## config.mk

```make
export PLATFORM = sky130hd
export DESIGN_NAME = mac_unit
export DESIGN_NICKNAME = d
export VERILOG_FILES = /design/src/rtl/mac_pkg.sv /design/src/rtl/mac_decoder.sv /design/src/rtl/mac_datapath.sv /design/src/rtl/mac_acc_reg.sv /design/src/rtl/mac_wb_stage.sv /design/src/rtl/mac_unit.sv
export SDC_FILE = /design/constraint.sdc
export NUM_CORES = 2
export LEC_CHECK = 0
export BUFFER_PORTS_ARGS = -buffer_cell sky130_fd_sc_hd__buf_4
export CORE_MARGIN = 4
export CORE_UTILIZATION = 45
export DETAILED_ROUTE_END_ITERATION = 10
export GPL_TIMING_DRIVEN = 0
export HOLD_SLACK_MARGIN = 0.12
export RECOVER_POWER = 25
export SETUP_SLACK_MARGIN = 0.1
export SYNTH_ARGS = -nofsm -noshare
export SYNTH_HDL_FRONTEND = slang
export SYNTH_SLANG_ARGS = --single-unit
```

## constraint.sdc

```tcl
create_clock -name clk -period 10.6 [get_ports clk]
set_input_delay 0.53 -clock clk [delete_from_list [all_inputs] [get_ports clk]]
set_output_delay 0.53 -clock clk [all_outputs]
set_load 0.02 [all_outputs]
```

## src/rtl/mac_pkg.sv

```systemverilog
package mac_pkg;

    localparam int XLEN      = 32;
    localparam int ACC_W     = 2 * XLEN;
    localparam int REG_IDX_W = 5;

    localparam logic [6:0] CUSTOM_OPC = 7'b0001011;

    // funct3 group selectors (decoded by the issuing core's convention)
    localparam logic [2:0] GRP_ACC   = 3'd0;
    localparam logic [2:0] GRP_MAC32 = 3'd1;
    localparam logic [2:0] GRP_MAC64 = 3'd2;

    // funct7 selectors inside the accumulator-access group
    localparam logic [6:0] SEL_CLEAR = 7'd0;
    localparam logic [6:0] SEL_LO    = 7'd1;
    localparam logic [6:0] SEL_HI    = 7'd2;

    typedef enum logic [2:0] {
        K_NONE,
        K_CLEAR,
        K_READ_LO,
        K_READ_HI,
        K_MAC32,
        K_MAC64,
        K_BAD
    } mac_kind_e;

    typedef struct packed {
        mac_kind_e                kind;
        logic                     sgn;
        logic [REG_IDX_W-1:0]     rd;
    } mac_dec_t;

    typedef struct packed {
        logic [6:0]           f7;
        logic [4:0]           src2;
        logic [4:0]           src1;
        logic [2:0]           f3;
        logic [REG_IDX_W-1:0] rd;
        logic [6:0]           opc;
    } instr_fields_t;

    function automatic mac_dec_t decode_word(input logic vld, input logic [XLEN-1:0] word);
        instr_fields_t f;
        mac_dec_t      d;
        logic          srcs_zero;
        logic          rd_zero;
        f         = instr_fields_t'(word);
        d.kind    = K_NONE;
        d.sgn     = 1'b0;
        d.rd      = f.rd;
        srcs_zero = (f.src1 == '0) && (f.src2 == '0);
        rd_zero   = (f.rd == '0);
        if (vld && f.opc == CUSTOM_OPC) begin
            unique case (f.f3)
                GRP_ACC: begin
                    if (!srcs_zero)
                        d.kind = K_BAD;
                    else if (f.f7 == SEL_CLEAR)
                        d.kind = rd_zero ? K_CLEAR : K_BAD;
                    else if (f.f7 == SEL_LO)
                        d.kind = K_READ_LO;
                    else if (f.f7 == SEL_HI)
                        d.kind = K_READ_HI;
                    else
                        d.kind = K_BAD;
                end
                GRP_MAC32, GRP_MAC64: begin
                    if (!rd_zero || (f.f7[6:1] != '0))
                        d.kind = K_BAD;
                    else
                        d.kind = (f.f3 == GRP_MAC32) ? K_MAC32 : K_MAC64;
                    d.sgn = f.f7[0];
                end
                default: d.kind = K_BAD;
            endcase
        end
        return d;
    endfunction

endpackage

```

## src/rtl/mac_decoder.sv

```systemverilog
module mac_decoder
    import mac_pkg::*;
#(
    parameter int W = mac_pkg::XLEN
) (
    input  logic         vld_i,
    input  logic [W-1:0] word_i,
    output mac_kind_e    kind_o,
    output logic         sgn_o,
    output logic [REG_IDX_W-1:0] rd_o
);
    mac_dec_t dec;

    always_comb begin
        dec    = decode_word(vld_i, word_i);
        kind_o = dec.kind;
        sgn_o  = dec.sgn;
        rd_o   = dec.rd;
    end
endmodule

```

## src/rtl/mac_datapath.sv

```systemverilog
module mac_datapath
    import mac_pkg::*;
#(
    parameter int W = mac_pkg::XLEN,
    localparam int AW = 2 * W
) (
    input  mac_kind_e     kind_i,
    input  logic          sgn_i,
    input  logic [W-1:0]  op_a_i,
    input  logic [W-1:0]  op_b_i,
    input  logic [AW-1:0] acc_i,
    output logic          acc_we_o,
    output logic [AW-1:0] acc_next_o,
    output logic [W-1:0]  rd_data_o
);
    logic [W-1:0]  half [2];
    logic [AW-1:0] a_x;
    logic [AW-1:0] b_x;
    logic [AW-1:0] prod;
    logic [W-1:0]  narrow_sum;
    logic [AW-1:0] wide_sum;

    // split the accumulator into its two readable halves
    for (genvar h = 0; h < 2; h++) begin : g_half
        assign half[h] = acc_i[h*W +: W];
    end

    // one multiplier serves both signedness modes: operands are widened
    // to the accumulator width by sign or zero extension
    always_comb begin
        a_x  = {{W{sgn_i & op_a_i[W-1]}}, op_a_i};
        b_x  = {{W{sgn_i & op_b_i[W-1]}}, op_b_i};
        prod = a_x * b_x;
    end

    assign narrow_sum = prod[W-1:0] + half[0];
    assign wide_sum   = prod + acc_i;

    always_comb begin
        acc_we_o   = 1'b0;
        acc_next_o = acc_i;
        unique case (kind_i)
            K_CLEAR: begin
                acc_we_o   = 1'b1;
                acc_next_o = '0;
            end
            K_MAC32: begin
                acc_we_o   = 1'b1;
                acc_next_o = {{W{1'b0}}, narrow_sum};
            end
            K_MAC64: begin
                acc_we_o   = 1'b1;
                acc_next_o = wide_sum;
            end
            default: ;
        endcase
    end

    assign rd_data_o = (kind_i == K_READ_HI) ? half[1] : half[0];
endmodule

```

## src/rtl/mac_acc_reg.sv

```systemverilog
module mac_acc_reg #(
    parameter int AW = mac_pkg::ACC_W
) (
    input  logic          clk,
    input  logic          rst,
    input  logic          we_i,
    input  logic [AW-1:0] d_i,
    output logic [AW-1:0] q_o
);
    always_ff @(posedge clk) begin
        if (rst)
            q_o <= '0;
        else if (we_i)
            q_o <= d_i;
    end
endmodule

```

## src/rtl/mac_wb_stage.sv

```systemverilog
module mac_wb_stage
    import mac_pkg::*;
#(
    parameter int W = mac_pkg::XLEN
) (
    input  logic                 clk,
    input  logic                 rst,
    input  mac_kind_e            kind_i,
    input  logic [REG_IDX_W-1:0] rd_i,
    input  logic [W-1:0]         data_i,
    output logic                 we_o,
    output logic [REG_IDX_W-1:0] waddr_o,
    output logic [W-1:0]         wdata_o,
    output logic                 bad_o
);
    logic is_read;
    assign is_read = (kind_i == K_READ_LO) || (kind_i == K_READ_HI);

    always_ff @(posedge clk) begin
        if (rst) begin
            we_o    <= 1'b0;
            waddr_o <= '0;
            wdata_o <= '0;
            bad_o   <= 1'b0;
        end else begin
            we_o    <= is_read && (rd_i != '0);
            waddr_o <= rd_i;
            wdata_o <= data_i;
            bad_o   <= (kind_i == K_BAD);
        end
    end
endmodule

```

## src/rtl/mac_unit.sv

```systemverilog
module mac_unit
    import mac_pkg::*;
#(
    parameter int W = mac_pkg::XLEN,
    localparam int AW = 2 * W
) (
    input  logic                 clk,
    input  logic                 rst,
    input  logic                 instr_valid_i,
    input  logic [31:0]          instr_i,
    input  logic [W-1:0]         rs1_val_i,
    input  logic [W-1:0]         rs2_val_i,
    output logic                 rf_we_o,
    output logic [REG_IDX_W-1:0] rf_waddr_o,
    output logic [W-1:0]         rf_wdata_o,
    output logic                 illegal_o
);
    mac_kind_e            kind;
    logic                 sgn;
    logic [REG_IDX_W-1:0] rd;
    logic                 acc_we;
    logic [AW-1:0]        acc_next;
    logic [AW-1:0]        acc_q;
    logic [W-1:0]         rd_data;

    mac_decoder #(.W(32)) u_dec (
        .vld_i  (instr_valid_i),
        .word_i (instr_i),
        .kind_o (kind),
        .sgn_o  (sgn),
        .rd_o   (rd)
    );

    mac_datapath #(.W(W)) u_dp (
        .kind_i     (kind),
        .sgn_i      (sgn),
        .op_a_i     (rs1_val_i),
        .op_b_i     (rs2_val_i),
        .acc_i      (acc_q),
        .acc_we_o   (acc_we),
        .acc_next_o (acc_next),
        .rd_data_o  (rd_data)
    );

    mac_acc_reg #(.AW(AW)) u_acc (
        .clk  (clk),
        .rst  (rst),
        .we_i (acc_we),
        .d_i  (acc_next),
        .q_o  (acc_q)
    );

    mac_wb_stage #(.W(W)) u_wb (
        .clk     (clk),
        .rst     (rst),
        .kind_i  (kind),
        .rd_i    (rd),
        .data_i  (rd_data),
        .we_o    (rf_we_o),
        .waddr_o (rf_waddr_o),
        .wdata_o (rf_wdata_o),
        .bad_o   (illegal_o)
    );
endmodule

```

# Yosys cells after proc, flatten, opt, wreduce, memory -nomap -nowiden
# Cells that the tools add are included.
[word_totals]
mem_bits_ro = 0
wordCells = 51
reg_bits = 103
ramBits = 0
in_bits = 99
n_memories = 0
latchBits = 0
[classes]
div = 0
n_bitwise = 2
mul = 1
n_mux = 13
n_reduce_logical = 17
shifts = 0
addsub = 2
n_lt_le_gt_ge = 0
eq_ne = 11
[op_table]
columns = ["op", "n"]
rows = [
  ["64-bit case mux with 3 select lines", 1],
  ["64-bit adder", 1],
  ["33-bit by 33-bit multiplier with 64-bit output", 1],
  ["32-bit adder", 1],
  ["32-bit 2-to-1 mux", 1],
  ["3-bit 2-to-1 mux", 6],
  ["5-bit zero test", 3],
  ["3-bit by 2-bit equality test with 1-bit output, second input constant", 3],
  ["3-bit equality test, second input constant", 3],
  ["7-bit by 1-bit equality test with 1-bit output, second input constant", 1],
  ["7-bit by 2-bit equality test with 1-bit output, second input constant", 1],
  ["7-bit by 4-bit equality test with 1-bit output, second input constant", 1],
  ["7-bit zero test", 1],
  ["3-bit by 1-bit equality test with 1-bit output, second input constant", 2],
  ["3-bit case mux with 2 select lines", 1],
  ["6-bit nonzero test", 1],
  ["5-bit nonzero test", 1],
  ["4-bit 2-to-1 mux", 1],
  ["1-bit logical AND", 3],
  ["3-bit zero test", 1],
  ["1-bit 2-to-1 mux", 3],
  ["3-bit nonzero test", 1],
  ["3-bit OR reduction", 1],
  ["1-bit bitwise AND", 2],
  ["4 further kinds", 5],
]

# Depth between registers and ports, before layout
[depth]
ltp_word = 11
depth_mapped = 48

# Cells and area by module
# Synthesis repeated with hierarchy kept, for this count alone.
[unflattened]
hier_cells = 5089
area_unflattened_um2 = 45795.2
[by_module_without_submodules]
columns = ["mod", "cells_each", "area_per_inst_um2", "seq_area_each_um2", "instances"]
rows = [
  ["mac_datapath", 4763, 42160.4, 0.0, 1],
  ["mac_acc_reg", 206, 2290.9, 1281.2, 1],
  ["mac_wb_stage", 85, 1092.3, 780.7, 1],
  ["mac_decoder", 35, 251.5, 0.0, 1],
]

# Worst setup path before layout
# No wires, ideal clock.
[synth_path]
path_kind = "input to register"
start = "input instr_i[5]"
end = "register u_acc.q_o[61]"
setup_ns = 0.125
stages = 42
required_ns = 10.475
t_arrival_ns = 10.606
path_slack_ns = -0.130
cell_sequence = "nor4b_1 > nand4_1 > nor4_1 > and2_1 > clkbuf_1 > nand2_1 > inv_1 > fa_1 > fa_1 > fa_1 > inv_1 > fa_1 > fa_1 > fa_1 > fa_1 > fa_1 > inv_1 > ha_1 > [... 6 more ...] > o31ai_2 > a211oi_2 > nand3b_1 > nand2_2 > xnor2_1 > ha_1 > clkbuf_1 > a21o_1 > a21o_1 > a21o_1 > a21oi_1 > a21boi_0 > o21bai_1 > a21oi_1 > a21bo_2 > a21oi_1 > xor2_1 > o21ai_1"
[synth_via]
elab_chain_len = 7
elab_cells_between_ends = 15
cone_classes = "add/sub (1); mul (1); eq/ne (4); mux (3); bitwise (2); reduce/logical (4)"
[synth_lines]
columns = ["item", "line_no", "source"]
rows = [
  ["from (decl)", "mac_unit.sv:10", "input logic [31:0] instr_i,"],
  ["7-bit by 4-bit equality test with 1-bit output (*)", "mac_pkg.sv:55", "if (vld && f.opc == CUSTOM_OPC) begin"],
  ["1-bit logical AND (*)", "mac_pkg.sv:55", ""],
  ["4-bit 2-to-1 mux (*)", "mac_pkg.sv:55", ""],
  ["1-bit bitwise AND (tied with other cells)", "mac_datapath.sv:31", "a_x = {{W{sgn_i & op_a_i[W-1]}}, op_a_i};"],
  ["33-bit by 33-bit multiplier with 64-bit output / 3-bit OR reduction (equally long branches)", "n/a", ""],
  ["64-bit adder / 1-bit 2-to-1 mux (equally long branches)", "mac_datapath.sv:37, mac_datapath.sv:42", ""],
  ["64-bit case mux with 3 select lines / 2-bit AND reduction (equally long branches)", "n/a", ""],
  ["to (signal assigned)", "mac_acc_reg.sv:14", "q_o <= d_i;"],
  ["to (decl)", "mac_acc_reg.sv:8", "output logic [AW-1:0] q_o"],
]
# Every way passes the cells marked *; elsewhere a longest branch is shown, timed or not.
# A chain may end at the register's enable or synchronous reset.

# Worst setup path in the final report
# Ends and elaborated chain as after synthesis.

==> impl_metrics.toml <==
[status]
status = "finished, final reports clean"

[die]
core_sq_um = 98400
dieArea_sq_um = 104000
die_h_um = 323
start_util = 0.453
die_width_um = 323
rows = 115
io-pin-count = 138

[setup_path]
critPathMaxStageDelay_ns = 0.62
required_ns = 10.84
path_max_fanout = 6
worstSetupPathType = "in2reg"
cpMaxStageDelayCell = "fa_2"
endpoint_kind = "flop"
start_kind = "input pin"
crit_arrival_ns = 10.79

[timing]
fin_crit_ns = 10.55
maxSlewHeadroom = 0.187
fin_ws_ns = 0.0468
skew_ns = 0.00932
finalHoldViolCount = 0
slew_viol_final = 0
setup_violations = 0
worst_slew_pin_slew_ns = 1.22
rsz0062_at_grt = "yes"
fmax_mhz = 94.8
fin_crit_sh = 0.996

[clock_network]
numCtsBuffers = 9
ctsHoldBuffers = 0
clock_latency_ns = 0.37
cts_tree = "yes"
htreeDepth = 3
clkSinkCount = 103
cts-root-buf = "clkbuf_16"
clock_path_buffers = 2
path_clk_slew_ns = 0.08

[synth]
synth-async-reset-ratio = 0
synth_cell_types = 69
yosysWarnings = 0
synth_fp_nets = 6509
synth_edf_count = 0
syn-cell-area_sq_um = 44600
yosysTopAreaCellShare = 0.505
avgSynthCellArea_sq_um = 8.91
synth.area.top_cells = "fa_1 51%, inv_1 9.2%, ha_1 7.7%, nand2_1 7.3%, dfxtp_1 4.6%"
synth_top_area_cell = "fa_1"
synth_seq_area_share = 0.0462
ys.flop_type = "dfxtp_1"
postSynthCellCount = 5008
ys_ff_latch = 103

[global_route]
grt_util_all_layers = 0.314
grt_start_max_net_pins = 25
grt_pass1_vias = 37462
antenna_found_initial = 12
grt_pass1_wl_um = 238000
grt-ovfl-total = 0

[final_layout]
drive_gt1_frac = 0.0981
syn_to_final_growth_pct = 10.4
layout.nets = 6727
final_core_util = 0.500

[placement]
place.gp.congestion = 0.996
post-place-ws_ns = -2.76
portBuffers = 132
dpl.hpwl_um = 135000

[detailed_routing]
vias = 35608
via_per_inst = 5.46
first_iter_violations = 2847
finalWirelength_um = 160000
antenna_left = 0
first_pass_iters = 5
drc = 0
avgRoutedWirePerCell_um = 24.6

[worst_hold_path]
min_path_type = "in2reg"

[run]
maxCapViolations = 0
[cell type report]
type | instances | area, sq um
clock buffers | 9 | 225
clock inverters | 7 | 65.1
repair buffers | 216 | 1560
flip-flops and latches | 103 | 2060
multi-input cells | 3537 | 38200
diodes | 7 | 17.5
well taps | 1287 | 1610
inverters | 1096 | 4130
fillers | 9612 | 49200
plain buffers | 263 | 1330
[worst max-delay path: cells and delay by family]
family	cells	cell delay (ns)
AO/OA/AOI/OAI	12	1.75
AND/OR/NAND/NOR	10	1.99
buffers and inverters	10	1.32
adder cells (fa/ha/maj)	10	4.84
XOR/XNOR	2	0.33
[Yosys cell counts (23+ instances only)]
library cell	instances
nand4_1	25
nand2b_1	23
clkbuf_1	263
and2_1	286
nand3_1	31
nand2_1	866
inv_1	1096
o21ai_0	79
and3_1	34
mux2i_1	32
fa_1	1126
dfxtp_1	103
nor2_1	142
a21oi_1	132
a21o_1	94
a22oi_1	34
xor2_1	48
xnor2_1	92
ha_1	276
[per-layer routing]
metal  wire length, um  part of all wire  up-vias  track usage
met5                 0                 0        -            0
met4             10900             0.068        0        0.165
met3             13700             0.085      393       0.0565
met2             73500              0.46     1517        0.499
met1             62300              0.39    18391        0.413
li1                  -                 -    15307            -
[cell usage in the layout, fill, tap and decap left out, drive strengths merged, types with 9 or more instances in the layout]
cell type	instances
or2	21
nand3	31
clkbuf	282
and2	286
o21ai	87
inv	1095
o21a	12
nand2b	23
fa	1126
xnor2	92
a21o	94
o21bai	19
nand4	25
nor4	9
nor2b	22
ha	276
xor2	48
mux2i	32
a22oi	34
buf	206
and3	34
nand2	867
a31oi	19
dfxtp	103
nor2	142
a21oi	132
nor3	14
o31ai	10
[metrics by stage]
step                cell area [sq um]  cells  TNS [ns]  hold slack, ns
floorplan                       44600   5008         0           0.442
global placement                47200   6427    -43.45           0.469
detailed placement              47200   6427    -42.32           0.483
CTS                             48800   6489         0           0.371
global route                    49200   6518    -0.722           0.375
finish                          49200   6525         0           0.382
[cells by family (layout without fill, tap and decap cells)]
group                      count (synthesis)  in the layout  share of synthesized area
buffers and inverters                   1368           1591                      0.115
DFF                                      103            103                     0.0462
muxes                                     32             32                    0.00718
adders and majority gates               1402           1402                      0.583
other                                      0              7                          0
AOI/OAI and AO/OA                        473            473                     0.0697
xor gates and xnor gates                 140            140                     0.0275
and+or+nand+nor                         1490           1490                      0.152
[flip-flops by register name, summed over array words and instances (netlist names)]
name,flops
u_acc.q_o,64
u_wb.wdata_o,32
u_wb.waddr_o,5
u_wb.bad_o,1
u_wb.we_o,1
[final timing paths]
path                               startpoint  slack (ns)              end  cells after the start
worst max-delay path               instr_i[5]        0.05    u_acc.q_o[61]                     44
worst max register to register   u_acc.q_o[0]        6.31    u_acc.q_o[30]                     16
worst min-delay path               instr_i[8]        0.38  u_wb.waddr_o[1]                      2
worst min register to register  u_acc.q_o[57]        0.49    u_acc.q_o[57]                      2
[what timing repair did]
action                     4_1_cts  5_1_grt
hold endpoints to repair         0        0
gates resized for setup        284      122
setup buffers                   55       29
setup endpoints to repair       29       19
pin swaps                       91       63
Power is left out: the tool's default activity adds up to more than one toggle a clock period on the data nets, which glitch-free logic cannot reach.
